==> src/rtl/dctrim_pkg.sv <==
package dctrim_pkg;

    localparam int SAMPLE_W_DEF = 24;
    localparam int SHIFT_K_DEF  = 12;
    localparam int NUM_CH       = 2;

    typedef enum logic [1:0] {
        MODE_TRACK  = 2'd0,
        MODE_HOLD   = 2'd1,
        MODE_BYPASS = 2'd2
    } trim_mode_e;

    typedef struct packed {
        logic       load;
        trim_mode_e mode;
    } trim_ctl_t;

    function automatic trim_mode_e decode_mode(input logic en, input logic frz);
        if (frz)
            return MODE_HOLD;
        else if (en)
            return MODE_TRACK;
        else
            return MODE_BYPASS;
    endfunction

endpackage

==> src/rtl/dctrim_ctrl.sv <==
module dctrim_ctrl
    import dctrim_pkg::*;
(
    input  logic      clk,
    input  logic      rst,
    input  logic      in_valid,
    input  logic      track_en,
    input  logic      freeze,
    output trim_ctl_t ctl,
    output logic      out_valid
);

    always_comb begin
        ctl.load = in_valid;
        ctl.mode = decode_mode(track_en, freeze);
    end

    always_ff @(posedge clk) begin
        if (rst)
            out_valid <= 1'b0;
        else
            out_valid <= in_valid;
    end

endmodule

==> src/rtl/dctrim_chan.sv <==
module dctrim_chan
    import dctrim_pkg::*;
#(
    parameter int DW = SAMPLE_W_DEF,
    parameter int K  = SHIFT_K_DEF
) (
    input  logic                 clk,
    input  logic                 rst,
    input  trim_ctl_t            ctl,
    input  logic signed [DW-1:0] x,
    output logic signed [DW-1:0] y,
    output logic signed [DW:0]   est_int
);

    localparam int EW = DW + K + 1;
    localparam int SW = DW + 2;

    logic signed [EW-1:0] est_q;
    logic signed [EW-1:0] est_d;
    logic signed [EW-1:0] x_fix;
    logic signed [EW:0]   diff;
    logic signed [SW-1:0] sub;
    logic signed [DW-1:0] sat_y;
    logic signed [DW-1:0] y_d;
    logic                 ovf;

    assign x_fix   = {x[DW-1], x, {K{1'b0}}};
    assign diff    = {x_fix[EW-1], x_fix} - {est_q[EW-1], est_q};
    assign est_d   = est_q + EW'(diff >>> K);
    assign est_int = est_q[EW-1:K];
    assign sub     = {{2{x[DW-1]}}, x} - {est_int[DW], est_int};

    always_comb begin
        ovf = (sub[SW-1:DW-1] != {(SW-DW+1){1'b0}}) &&
              (sub[SW-1:DW-1] != {(SW-DW+1){1'b1}});
        if (!ovf)
            sat_y = sub[DW-1:0];
        else if (sub[SW-1])
            sat_y = {1'b1, {(DW-1){1'b0}}};
        else
            sat_y = {1'b0, {(DW-1){1'b1}}};
    end

    always_comb begin
        unique case (ctl.mode)
            MODE_TRACK,
            MODE_HOLD:   y_d = sat_y;
            default:     y_d = x;
        endcase
    end

    always_ff @(posedge clk) begin
        if (rst) begin
            est_q <= '0;
            y     <= '0;
        end else if (ctl.load) begin
            y <= y_d;
            if (ctl.mode == MODE_TRACK)
                est_q <= est_d;
        end
    end

endmodule

==> src/rtl/dc_trim_stereo.sv <==
module dc_trim_stereo
    import dctrim_pkg::*;
#(
    parameter int DW = SAMPLE_W_DEF,
    parameter int K  = SHIFT_K_DEF
) (
    input  logic                 clk,
    input  logic                 rst,
    input  logic                 in_valid,
    input  logic                 track_en,
    input  logic                 freeze,
    input  logic signed [DW-1:0] in_a,
    input  logic signed [DW-1:0] in_b,
    output logic                 out_valid,
    output logic signed [DW-1:0] out_a,
    output logic signed [DW-1:0] out_b
);

    trim_ctl_t            ctl;
    logic signed [DW-1:0] xs      [NUM_CH];
    logic signed [DW-1:0] ys      [NUM_CH];
    logic signed [DW:0]   est_int [NUM_CH];

    assign xs[0] = in_a;
    assign xs[1] = in_b;
    assign out_a = ys[0];
    assign out_b = ys[1];

    dctrim_ctrl u_ctrl (
        .clk       (clk),
        .rst       (rst),
        .in_valid  (in_valid),
        .track_en  (track_en),
        .freeze    (freeze),
        .ctl       (ctl),
        .out_valid (out_valid)
    );

    for (genvar c = 0; c < NUM_CH; c++) begin : g_ch
        dctrim_chan #(.DW(DW), .K(K)) u_chan (
            .clk     (clk),
            .rst     (rst),
            .ctl     (ctl),
            .x       (xs[c]),
            .y       (ys[c]),
            .est_int (est_int[c])
        );
    end

endmodule

==> config.mk <==
export PLATFORM = sky130hd
export DESIGN_NAME = dc_trim_stereo
export DESIGN_NICKNAME = d
export VERILOG_FILES = /design/src/rtl/dctrim_pkg.sv /design/src/rtl/dctrim_ctrl.sv /design/src/rtl/dctrim_chan.sv /design/src/rtl/dc_trim_stereo.sv
export SDC_FILE = /design/constraint.sdc
export NUM_CORES = 1
export LEC_CHECK = 0
export ABC_AREA = 1
export BUFFER_PORTS_ARGS = -buffer_cell sky130_fd_sc_hd__buf_2
export CAP_MARGIN = 0
export CORE_MARGIN = 4
export CORE_UTILIZATION = 39
export CTS_BUF_LIST = sky130_fd_sc_hd__clkbuf_16
export CTS_CLUSTER_SIZE = 30
export DETAILED_ROUTE_END_ITERATION = 8
export SYNTH_ARGS = -nofsm -noshare
export SYNTH_HDL_FRONTEND = slang
export SYNTH_SLANG_ARGS = --single-unit
==> constraint.sdc <==
create_clock -name clk -period 3.3 [get_ports clk]
set_clock_uncertainty 0.2 [all_clocks]
set_input_delay 0.165 -clock clk [delete_from_list [all_inputs] [get_ports clk]]
set_output_delay 0.165 -clock clk [all_outputs]
set_load 0.005 [all_outputs]
Yosys cells after proc, flatten, opt, wreduce, memory -nomap -nowiden
Index checks and enable logic that the tools add are counted.
{"block": "totals", "in_bits": 53, "memories": 0, "latch_bits": 0, "register_bits": 123, "ramBits": 0, "mem_bits_ro": 0, "output_inout_bits": 49, "word_cells": 29}
{"block": "op_classes", "n_mul": 0, "n_bitwise": 0, "add_sub_neg": 6, "mux": 8, "eq_ne": 3, "div": 0, "order_cmp": 0, "n_reduce_logical": 7, "n_shift": 0}
{"cell": "$mux 24", "count": 6}
{"cell": "$sub 36x37->38", "count": 2}
{"cell": "$add 37x26->37", "count": 2}
{"cell": "$sub 24x25->26", "count": 2}
{"cell": "$ne 3x3->1 const B", "count": 2}
{"cell": "$reduce_bool 3->1", "count": 2}
{"cell": "$mux 2", "count": 2}
{"cell": "$eq 2x1->1 const B", "count": 1}
{"cell": "$logic_and 1x1->1", "count": 2}
{"cell": "$logic_not 2->1", "count": 1}
{"cell": "$reduce_and 2->1", "count": 1}
{"cell": "$reduce_or 2->1", "count": 1}

Logic depth before layout (Yosys ltp)
Gate-level depths: netlist (run 1).
{"block": "logic_depth", "depth_word": 5, "mapped_depth": 29, "depth_no_buf": 29}

Modules after synthesis
From an unflattened synthesis (run 1), not the netlist that was laid out.
{"block": "hier_totals", "cells_unflattened": 2623, "area_unflattened_um2": 15459.8}
{"mod": "dctrim_chan (g_ch[1].u_chan)", "n_inst": 1, "area_each_um2": 7792.5, "cells_each": 1306, "seq_area_each_um2": 1221.2}
{"mod": "dctrim_chan (g_ch[0].u_chan)", "n_inst": 1, "area_each_um2": 7618.6, "cells_each": 1311, "seq_area_each_um2": 1221.2}
{"mod": "dctrim_ctrl", "n_inst": 1, "area_each_um2": 48.8, "cells_each": 6, "seq_area_each_um2": 20.0}

Least setup slack after synthesis (run 1)
No wires, ideal clock.
{"block": "synth_timing", "path_type": "register to register", "start": "register g_ch[0].u_chan.est_q[12]", "end": "register g_ch[0].u_chan.est_q[25]", "t_arrival_ns": 3.144, "path_slack_ns": -0.153, "t_required_ns": 2.991, "setup_ns": 0.109, "stages_incl_launch_ff": 23, "path_buffers": 0, "synth_period_minus_slack_ns": 3.453, "path_cell_list": "dfxtp_1 > ha_1 > nand3_1 > nor2_1 > nand2_1 > nand2_1 > a21oi_1 > o21ai_1 > nand2_1 > nand2_1 > xor2_1 > ha_1 > nand2_1 > nor2_1 > nand2_1 > o21ai_0 > nand2_1 > nand2_1 > nand3_1 > nand3_1 > nand3_1 > nand2_1 > inv_1"}
{"block": "synth_via", "elab_chain_len": 2}
{"element": "start, declared", "line_no": "dctrim_chan.sv:18", "text": "logic signed [EW-1:0] est_q;"}
{"element": "start signal, assigned", "line_no": "dctrim_chan.sv:59", "text": "est_q <= est_d;"}
{"element": "$sub 36x37->38", "line_no": "dctrim_chan.sv:28", "text": "assign diff = {x_fix[EW-1], x_fix} - {est_q[EW-1], est_q};"}
{"element": "$add 37x26->37 (*)", "line_no": "dctrim_chan.sv:29", "text": "assign est_d = est_q + EW'(diff >>> K);"}
Every way passes the cells marked *; elsewhere a longest branch is shown, timed or not.
A chain may end at the register's enable or synchronous reset.

Worst setup path in the final report (run 1)
{"block": "layout_timing", "start": "register g_ch[1].u_chan.est_q[20]", "end": "register g_ch[1].u_chan.est_q[36]"}
{"block": "layout_via", "elab_chain_len": 2}
{"element": "start, declared", "line_no": "dctrim_chan.sv:18"}
{"element": "start signal, assigned", "line_no": "dctrim_chan.sv:59"}
{"element": "$sub 36x37->38", "line_no": "dctrim_chan.sv:28"}
{"element": "$add 37x26->37 (*)", "line_no": "dctrim_chan.sv:29"}
Marks and branches as above.

==> results of run 1 <==
[cell usage in the layout, fill, tap and decap left out, types with 36 or more instances in the layout]
cell type  Yosys  routed
nand3_1       99      57
nor2_2        15      61
buf_2          5     100
ha_4           0     106
a21oi_4        2      48
nand2_1      789     578
nand2_2       12     151
nor2_1       321     205
inv_1        377     312
buf_6          8      72
buf_4          1     659
o21ai_1       16      64
xor2_1        90      62
dfxtp_1      123      93
a21oi_1      228     117
nor2_4         3      73
nand2_4        0      66
nand3_2        6      36
a21oi_2       29      94
inv_2          5      57
[power breakdown]
part           total, mW  switching, mW  internal (mW)
Clock               2.01          0.836           1.17
Combinational       7.90           4.29           3.61
Sequential          1.69         0.0790           1.61
Total               11.6           5.21           6.39
[flip-flops by register name (all words and copies together) (netlist names)]
name	count
g_ch.u_chan.est_q	74
g_ch.u_chan.y	48
u_ctrl.out_valid	1
[final timing paths]
path                              end  slack, ns
min reg2reg       g_ch[0].u_chan.y[5]       0.26
max reg2reg  g_ch[1].u_chan.est_q[36]      -0.65
min              g_ch[1].u_chan.y[19]       0.02
max          g_ch[1].u_chan.est_q[36]      -0.65
[worst register-to-register path, stage by stage (launching register included)]
cell and delay, ns:
dfxtp_2 0.35, inv_4 0.05, ha_4 0.27, nand2_1 0.10, nand2_1 0.12, nand2_1 0.09, nand2_1 0.11, a21oi_2 0.17
nor2_1 0.09, nor2_2 0.19, o31ai_4 0.12, xor2_2 0.18, ha_4 0.34, nand2_4 0.09, nor2_4 0.13, nand2_2 0.11
nor4_4 0.51, nand3_1 0.17, inv_1 0.08, nor2_1 0.05, nand3_1 0.09, nand3_1 0.07, nand2_1 0.10, inv_1 0.04
nor2_1 0.08
[per-layer routing]
layer	vias up	GRT usage	part of all wire
met3	292	0.0573	0.094
met5	-	0	0
met2	1065	0.484	0.45
met1	10127	0.428	0.41
met4	0	0.0873	0.049
li1	9841	-	-
[synth_stat cells, types with 6 or more instances]
cell type,number,area share
dfxtp_1,123,0.17
o21ai_0,108,0.037
nor2_1,321,0.082
o211ai_1,7,0.0036
inv_1,377,0.096
a21o_1,11,0.0056
xor2_1,90,0.053
nand3_1,99,0.034
o21bai_1,17,0.0086
a211oi_1,7,0.0036
a21oi_1,228,0.077
nor2_2,15,0.0064
nand2_2,12,0.0051
o21a_1,6,0.0031
o21ai_1,16,0.0054
clkbuf_1,34,0.0086
a31oi_1,10,0.0042
a21oi_2,29,0.017
buf_6,8,0.0061
nor3_1,23,0.0078
ha_1,126,0.11
nand3_2,6,0.0041
nand4_1,27,0.011
nand2_1,789,0.20
buf_1,8,0.0020
xnor2_1,30,0.018
[timing repair]
action,in CTS,in global routing
hold buffers,28,0
buffers inserted,65,61
endpoints found under the hold margin,28,0
pin swaps,217,284
cloned,2,0
gates resized for setup,722,533
endpoints found under the setup margin,63,64
[logic make-up after synthesis]
family          after synthesis  synth area share
compound gates              451             0.173
xor+xnor                    120            0.0712
fa+ha+maj                   130             0.112
buf+inv                     441             0.117
flops                       123             0.167
simple gates               1312             0.360
[layout make-up]
class,instances,area (µm²),share of cell area
repair buffers,867,6700,0.242
clock inverters,15,160,0.00579
clock buffers,17,425,0.0154
inverters,384,1480,0.0536
multi-input cells,2015,15700,0.569
flip-flops and latches,123,2510,0.0909
well taps,511,639,0.0231
[per-stage QoR]
stage | power (mW) | util
CTS | 10.1 | 0.666
global route | 12.1 | 0.738
global placement | 6.67 | 0.547
floorplan | 4.32 | -
detailed placement | 6.71 | 0.547
finish | 11.6 | 0.738
==> results_dict.tcl, run 1 <==
set metrics [dict create \
    avgSynthCellArea_um2 5.73 \
    crit_type "register to register" \
    numCtsBuffers 17 \
    violations "setup timing" \
    num_vias 21325 \
    die_h_um 203 \
    fill_cells 2637 \
    cp_common_cell "nand2_1" \
    ant_nets 0 \
    hold_viol 0 \
    fmax_mhz 253 \
    cts_max_level 4 \
    dp_slack_ns -0.804 \
    syn-cell-area_um2 14800 \
    path_clk_slew_ns 0.07 \
    gp_congestion 1.00 \
    cts_sinks 123 \
    worstPathMaxFanout 4 \
    rr_startpoint "g_ch[1].u_chan.est_q[20]" \
    crit_arrival_ns 4.16 \
    critPathTopFamily "simple AND/OR/NAND/NOR gates" \
    finalNonFillerCells 3932 \
    fp-row-count 71 \
    initial_core_util 0.394 \
    min_path_type "primary input to register" \
    synthesis.nets 2760 \
    antenna_cells 0 \
    num_io_pins 102 \
    root_buffer "clkbuf_16" \
    hold_start "in_b[19]" \
    p_leak_nw 13.3 \
    fin_tns_setup_ns -18.14 \
    cp-startpoint "g_ch[1].u_chan.est_q[20]" \
    io_buffers 101 \
    die_x_um 203 \
    synth_flop_cell "dfxtp_1" \
    synthCells 2577 \
    dieArea_um2 41000 \
    crit_chain "inv_4, ha_4, nand2_1, nand2_1, nand2_1, nand2_1, a21oi_2, nor2_1, nor2_2, o31ai_4, xor2_2, ha_4, nand2_4, nor2_4, nand2_2, nor4_4, nand3_1, inv_1, nor2_1, nand3_1, nand3_1, nand2_1, inv_1, nor2_1" \
    ys_async_sr_fraction 0 \
    cts_buffer_depth 2 \
    final_area_um2 27700 \
    dpl.cell_count 3759 \
    yosysWarnings 0 \
    route.detailed.drc 0 \
    min_path_cells 6 \
    relSlewSlack 0.294 \
    grt_usage 0.306 \
    setup_viol 58 \
    clock_latency_ns 0.47 \
    start_kind "register" \
    dp_hpwl_um 47700 \
    drtIter0Drc 2281 \
    worst-path-stages 24 \
    slew_viol_final 0 \
    synth_cell_types 43 \
    synth_edf_count 0 \
    critPathMaxStageDelay_ns 0.51 \
    min_period_ns 3.95 \
    wl_um 74600 \
    layout_setup_ws_ns -0.653 \
    syn_to_final_growth_pct 87.3 \
    period_share 1.20 \
    status "finished with violations" \
    cts_tree "done" \
    ir_drop_mv 0.374 \
    drive_above_1_share 0.515 \
    worst-path-buf-inv 3 \
    design.core.area_um2 37500 \
    antenna_found_initial 0 \
    ys_seq_area_frac 0.167 \
    grt_pass1_wl_um 101000 \
    cap_violations 0 \
    worstPathRequired_ns 3.51 \
    endpoint_kind "register" \
    tightestPinTransition_ns 1.06 \
    slowest_stage "nor4_4" \
    cellPowerDensity_nw_per_um2 419 \
    placed_area_um2 20500 \
    grt_pass1_vias 19378 \
    overflow 0 \
    viasPerCell 5.42 \
    wire_per_inst_um 19.0 \
    fin_nets 3591 \
    r2r_cells 24 \
    whs_ns 0.0231 \
    ys_ff_latch 123 \
    grt_max_degree 109 \
    first_pass_iters 6 \
    rsz0062_at_grt "yes" \
]
No activity file was read; power rests on OpenSTA's default activity.
==> inputs of run 2 (changes only) <==
- CORE_MARGIN: 4 -> 2
==> results_dict.tcl, run 2 (synthesized netlist as in run 1, its figures left out) <==
set metrics [dict create \
    clock_latency_ns 0.46 \
    dp_hpwl_um 48000 \
    worstPathRequired_ns 3.46 \
    top_register "g_ch.u_chan.est_q" \
    r2r_cells 24 \
    wire_per_inst_um 18.3 \
    fp-row-count 71 \
    p_leak_nw 13.4 \
    status "finished with violations" \
    layout_setup_ws_ns -0.490 \
    rr_startpoint "g_ch[1].u_chan.est_q[21]" \
    cts_buffer_depth 2 \
    cts_max_level 4 \
    final_common_cell "buf_4" \
    violations "setup timing" \
    antenna_found_initial 0 \
    num_io_pins 102 \
    cts_sinks 123 \
    relSlewSlack 0.275 \
    fill_cells 2658 \
    ir_drop_mv 0.372 \
    min_period_ns 3.79 \
    die_h_um 199 \
    cellPowerDensity_nw_per_um2 424 \
    gp_congestion 0.996 \
    antenna_cells 0 \
    fmax_mhz 264 \
    post-route-util 0.740 \
    root_buffer "clkbuf_16" \
    ant_nets 0 \
    worst-path-stages 24 \
    grt_usage 0.329 \
    largest_reg_flops 74 \
    period_share 1.15 \
    critPathTopFamily "simple AND/OR/NAND/NOR gates" \
    fin_nets 3602 \
    crit_type "register to register" \
    io_buffers 101 \
    tightestPinTransition_ns 1.09 \
    drtIter0Drc 1790 \
    endpoint "g_ch[1].u_chan.est_q[30]" \
    first_pass_iters 6 \
    dieArea_um2 39400 \
    start_kind "register" \
    worst_r2r_endpoint "g_ch[1].u_chan.est_q[30]" \
    whs_ns 0.0219 \
    crit_chain "inv_2, ha_4, buf_6, nand2_2, nand2_4, nand2_2, nand2_4, buf_4, nand2_1, nand2_2, nand2_2, and2_4, nand2_4, xor2_1, ha_2, nand2_4, nor2_4, nand2_1, nor4_1, nand2_1, nand3_1, nand2_1, o21ai_1, inv_1" \
    route.detailed.drc 0 \
    viasPerCell 5.28 \
    critPathMaxStageDelay_ns 0.43 \
    cp-startpoint "g_ch[1].u_chan.est_q[21]" \
    drive_above_1_share 0.523 \
    worst-path-buf-inv 4 \
    setup_viol 60 \
    endpoint_kind "register" \
    grt_pass1_wl_um 101000 \
    rsz0062_at_grt "yes" \
    wl_um 72100 \
    overflow 0 \
    slowest_stage "ha_2" \
    die_x_um 199 \
    worstPathMaxFanout 5 \
    hold_viol 0 \
    largestRegisters "g_ch.u_chan.est_q (74), g_ch.u_chan.y (48), u_ctrl.out_valid (1)" \
    grt_max_degree 96 \
    initial_core_util 0.394 \
    syn_to_final_growth_pct 87.8 \
    path_clk_slew_ns 0.07 \
    crit_arrival_ns 3.95 \
    cts_tree "done" \
    num_vias 20835 \
    reg2reg_slack_ns -0.49 \
    min_path_type "primary input to register" \
    slew_viol_final 0 \
    mostFrequentLayoutCells "672 x buf_4, 577 x nand2_1, 301 x inv_1" \
    design.core.area_um2 37500 \
    cap_violations 0 \
    grt_pass1_vias 19137 \
    numCtsBuffers 17 \
]
run 2: changes by cell type in the layout (fill, tap and decap cells not counted), sizes merged:
cell / change
clkinvlp: -1
bufinv: +2
clkinv: -1
buf: +10
dlygate4sd3: +1
run 2: where the power goes:
part	total [mW]	internal, mW	switching, mW
registers	1.69	1.62	0.0750
logic	7.90	3.64	4.26
clock network	2.17	1.34	0.831
run 2: worst min-delay path by stage:
stage                               from              endpoint  slack (ns)  cells past startpoint
CTS                             in_b[23]  g_ch[1].u_chan.y[23]       0.005                      4
finish                          in_b[23]  g_ch[1].u_chan.y[23]        0.02                      4
global placement    g_ch[0].u_chan.y[15]  g_ch[0].u_chan.y[15]        0.25                      2
floorplan                       in_valid  g_ch[0].u_chan.y[23]        0.14                      2
global route                    in_b[17]  g_ch[1].u_chan.y[17]        0.07                      6
detailed placement  g_ch[0].u_chan.y[23]  g_ch[0].u_chan.y[23]        0.25                      2
run 2: cell type report:
class | count | area (µm²) | share of cell area
Clock buffer | 17 | 425 | 0.0153
Clock inverter | 15 | 223 | 0.00803
Inverter | 384 | 1480 | 0.0533
Multi-Input combinational cell | 2015 | 15700 | 0.565
Sequential cell | 123 | 2510 | 0.0904
Tap cell | 511 | 639 | 0.0231
Timing Repair Buffer | 878 | 6790 | 0.245
run 2: what timing repair did:
item	CTS	global route
cloned	2	0
setup endpoints to repair	63	72
pin swaps	148	259
hold endpoints to repair	35	0
gates resized for setup	743	498
setup buffers	79	54
hold buffers	29	0
run 2: worst reg2reg max path, cell delays in order, from the launching register on:
cell	delay [ns]
dfxtp_2	0.34
inv_2	0.10
ha_4	0.23
buf_6	0.14
nand2_2	0.08
nand2_4	0.07
nand2_2	0.08
nand2_4	0.06
buf_4	0.13
nand2_1	0.06
nand2_2	0.08
nand2_2	0.07
and2_4	0.16
nand2_4	0.05
xor2_1	0.16
ha_2	0.43
nand2_4	0.12
nor2_4	0.15
nand2_1	0.11
nor4_1	0.33
nand2_1	0.18
nand3_1	0.13
nand2_1	0.05
o21ai_1	0.14
inv_1	0.04
run 2: per-layer routing:
layer  vias to the layer above  routed length (µm)  track usage
met5                         -                   0            0
met2                       958               32800        0.526
met3                       180                5880       0.0475
met4                         0                2110       0.0766
met1                      9837               31300        0.466
li1                       9860                   -            -
run 2: through the flow:
stage	power (mW)	area [µm²]	setup slack (ns)	instances	TNS, ns
final	11.8	27700	-0.490	3943	-16.18
after global routing	12.3	27700	-0.631	3943	-24.31
after CTS	10.4	25200	-0.345	3898	-8.86
after detailed placement	6.75	20500	-0.794	3763	-32.64
after global placement	6.72	20500	-0.800	3763	-30.08
after floorplan	4.32	14900	0.00518	2577	0
==> inputs of run 3 (changes only) <==
- GPL_TIMING_DRIVEN: unset -> 0
- SYNTH_HIERARCHICAL: unset -> 1
==> results_dict.tcl, run 3 <==
set metrics [dict create \
    p_leak_nw 11.0 \
    slowest_stage "dfxtp_4" \
    cellPowerDensity_nw_per_um2 509 \
    clkPwrFrac 0.158 \
    crit_arrival_ns 3.99 \
    cts_tree "done" \
    critPathMaxStageDelay_ns 0.36 \
    grt_usage 0.306 \
    drtIter0Drc 1154 \
    p_sw_mw 5.98 \
    route.detailed.drc 0 \
    numCtsBuffers 17 \
    fill_cells 3263 \
    ir_drop_mv 0.436 \
    p_int_mw 6.46 \
    design.core.area_um2 38400 \
    cap_violations 0 \
    die_x_um 201 \
    ant_nets 0 \
    combPwrFrac 0.698 \
    setup_viol 57 \
    num_io_pins 102 \
    rsz0062_at_grt "yes" \
    worstPathMaxFanout 5 \
    tightestPinTransition_ns 1.19 \
    critPathTopFamily "compound AO/OA/AOI/OAI gates" \
    top_register "g_ch.u_chan/est_q" \
    worst-path-buf-inv 3 \
    antenna_cells 0 \
    worst-path-stages 21 \
    synthCells 2573 \
    fmax_mhz 260 \
    r2r_cells 21 \
    avgSynthCellArea_um2 5.86 \
    dpl.cell_count 3192 \
    grt_max_degree 17 \
    violations "setup timing" \
    die_h_um 201 \
    grt_pass1_wl_um 97100 \
    wl_met2_um 33700 \
    cts_max_level 4 \
    dieArea_um2 40300 \
    slew_viol_final 0 \
    grt_pass1_vias 17829 \
    endpoint_kind "register" \
    fin_nets 3158 \
    whs_ns 0.0566 \
    antenna_found_initial 0 \
    first_pass_iters 5 \
    p_seq_frac 0.144 \
    overflow 0 \
    relSlewSlack 0.203 \
    min_period_ns 3.84 \
    p_sw_frac 0.481 \
    num_vias 18669 \
    wl_met1_um 25500 \
    cts_buffer_depth 2 \
    gp_congestion 1.01 \
    syn_to_final_growth_pct 62.0 \
    io_buffers 101 \
    dp_hpwl_um 47600 \
    root_buffer "clkbuf_16" \
    mostFrequentLayoutCells "548 x nand2_1, 319 x inv_1, 222 x nor2_1" \
    synthesis.nets 2756 \
    routed-wl-met3_um 3510 \
    hold_viol 0 \
    yosysWarnings 6 \
    wire_per_inst_um 19.3 \
    syn-cell-area_um2 15100 \
    viasPerCell 5.32 \
    min_path_cells 5 \
    highest_layer "met4" \
    final_common_cell "nand2_1" \
    min_path_type "primary input to register" \
    largest_reg_flops 74 \
    period_share 1.16 \
    layout_setup_ws_ns -0.539 \
    drive_above_1_share 0.427 \
    crit_chain "inv_4, ha_4, nand2_2, nor2_2, nand2_2, nand2_4, a21oi_4, buf_6, o21ai_4, a21oi_2, xor2_2, ha_4, a21oi_4, o21ai_2, a21oi_2, nand2_2, a21oi_4, or2_4, nand3_2, o211ai_1, inv_1" \
    initial_core_util 0.393 \
    wl_um 67800 \
    clock_latency_ns 0.47 \
    cts_sinks 123 \
    start_kind "register" \
    status "finished with violations" \
    finalNonFillerCells 3506 \
    worstPathRequired_ns 3.45 \
    largestRegisters "g_ch.u_chan/est_q (74), g_ch.u_chan/y (48), u_ctrl/out_valid (1)" \
    path_clk_slew_ns 0.07 \
    crit_type "register to register" \
    fp-row-count 72 \
]
run 3: layout make-up:
cell class / instances / area (µm²) / area share
flip-flops and latches: 123 / 2540 / 0.104
clock buffers: 17 / 425 / 0.0174
multi-input cells: 2018 / 15900 / 0.650
plain buffers: 57 / 395 / 0.0162
clock inverters: 15 / 158 / 0.00645
repair buffers: 382 / 2980 / 0.122
inverters: 376 / 1420 / 0.0582
well taps: 518 / 648 / 0.0265
run 3: worst paths after layout:
check,from,end,slack [ns]
max,g_ch[1].u_chan/est_q[12],g_ch[1].u_chan/est_q[19],-0.54
min,in_b[1],g_ch[1].u_chan/y[1],0.06
max reg2reg,g_ch[1].u_chan/est_q[12],g_ch[1].u_chan/est_q[19],-0.54
min reg2reg,g_ch[0].u_chan/y[6],g_ch[0].u_chan/y[6],0.26
run 3: worst min-delay path, delay by kind of cell:
family	cells	cell delay [ns]
compound gates	2	0.14
simple gates	1	0.08
buf+inv	2	0.29
run 3: power groups by stage:
stage / Combinational [mW] / Clock (mW) / Sequential, mW
after floorplan: 3.51 / 0 / 1.76
after global placement: 4.85 / 0 / 1.78
after detailed placement: 4.87 / 0 / 1.78
after CTS: 6.87 / 1.99 / 1.77
after global routing: 9.19 / 2.05 / 1.81
final: 8.68 / 1.97 / 1.79
run 3: per-stage QoR:
stage | utilization | setup WS [ns] | power, mW | area (µm²) | TNS (ns)
final | 0.637 | -0.539 | 12.4 | 24400 | -17.97
after CTS | 0.564 | -0.486 | 10.6 | 21600 | -16.25
after global routing | 0.637 | -0.667 | 13.1 | 24400 | -25.57
after global placement | 0.431 | -1.12 | 6.62 | 16500 | -53.45
after detailed placement | 0.431 | -1.13 | 6.65 | 16500 | -53.62
after floorplan | - | -0.0394 | 5.28 | 15400 | -0.0690
run 3: what timing repair did:
item	in CTS	in global routing
setup buffers	139	104
setup endpoints to repair	64	108
endpoints found under the hold margin	47	0
gates resized for setup	686	481
pin swaps	244	269
hold buffers	50	0
gates cloned	2	0
run 3: layer usage:
metal,vias to the layer above,global-route usage
met5,-,0
met4,0,0.199
met3,250,0.0448
met2,732,0.551
met1,8706,0.337
li1,8981,-
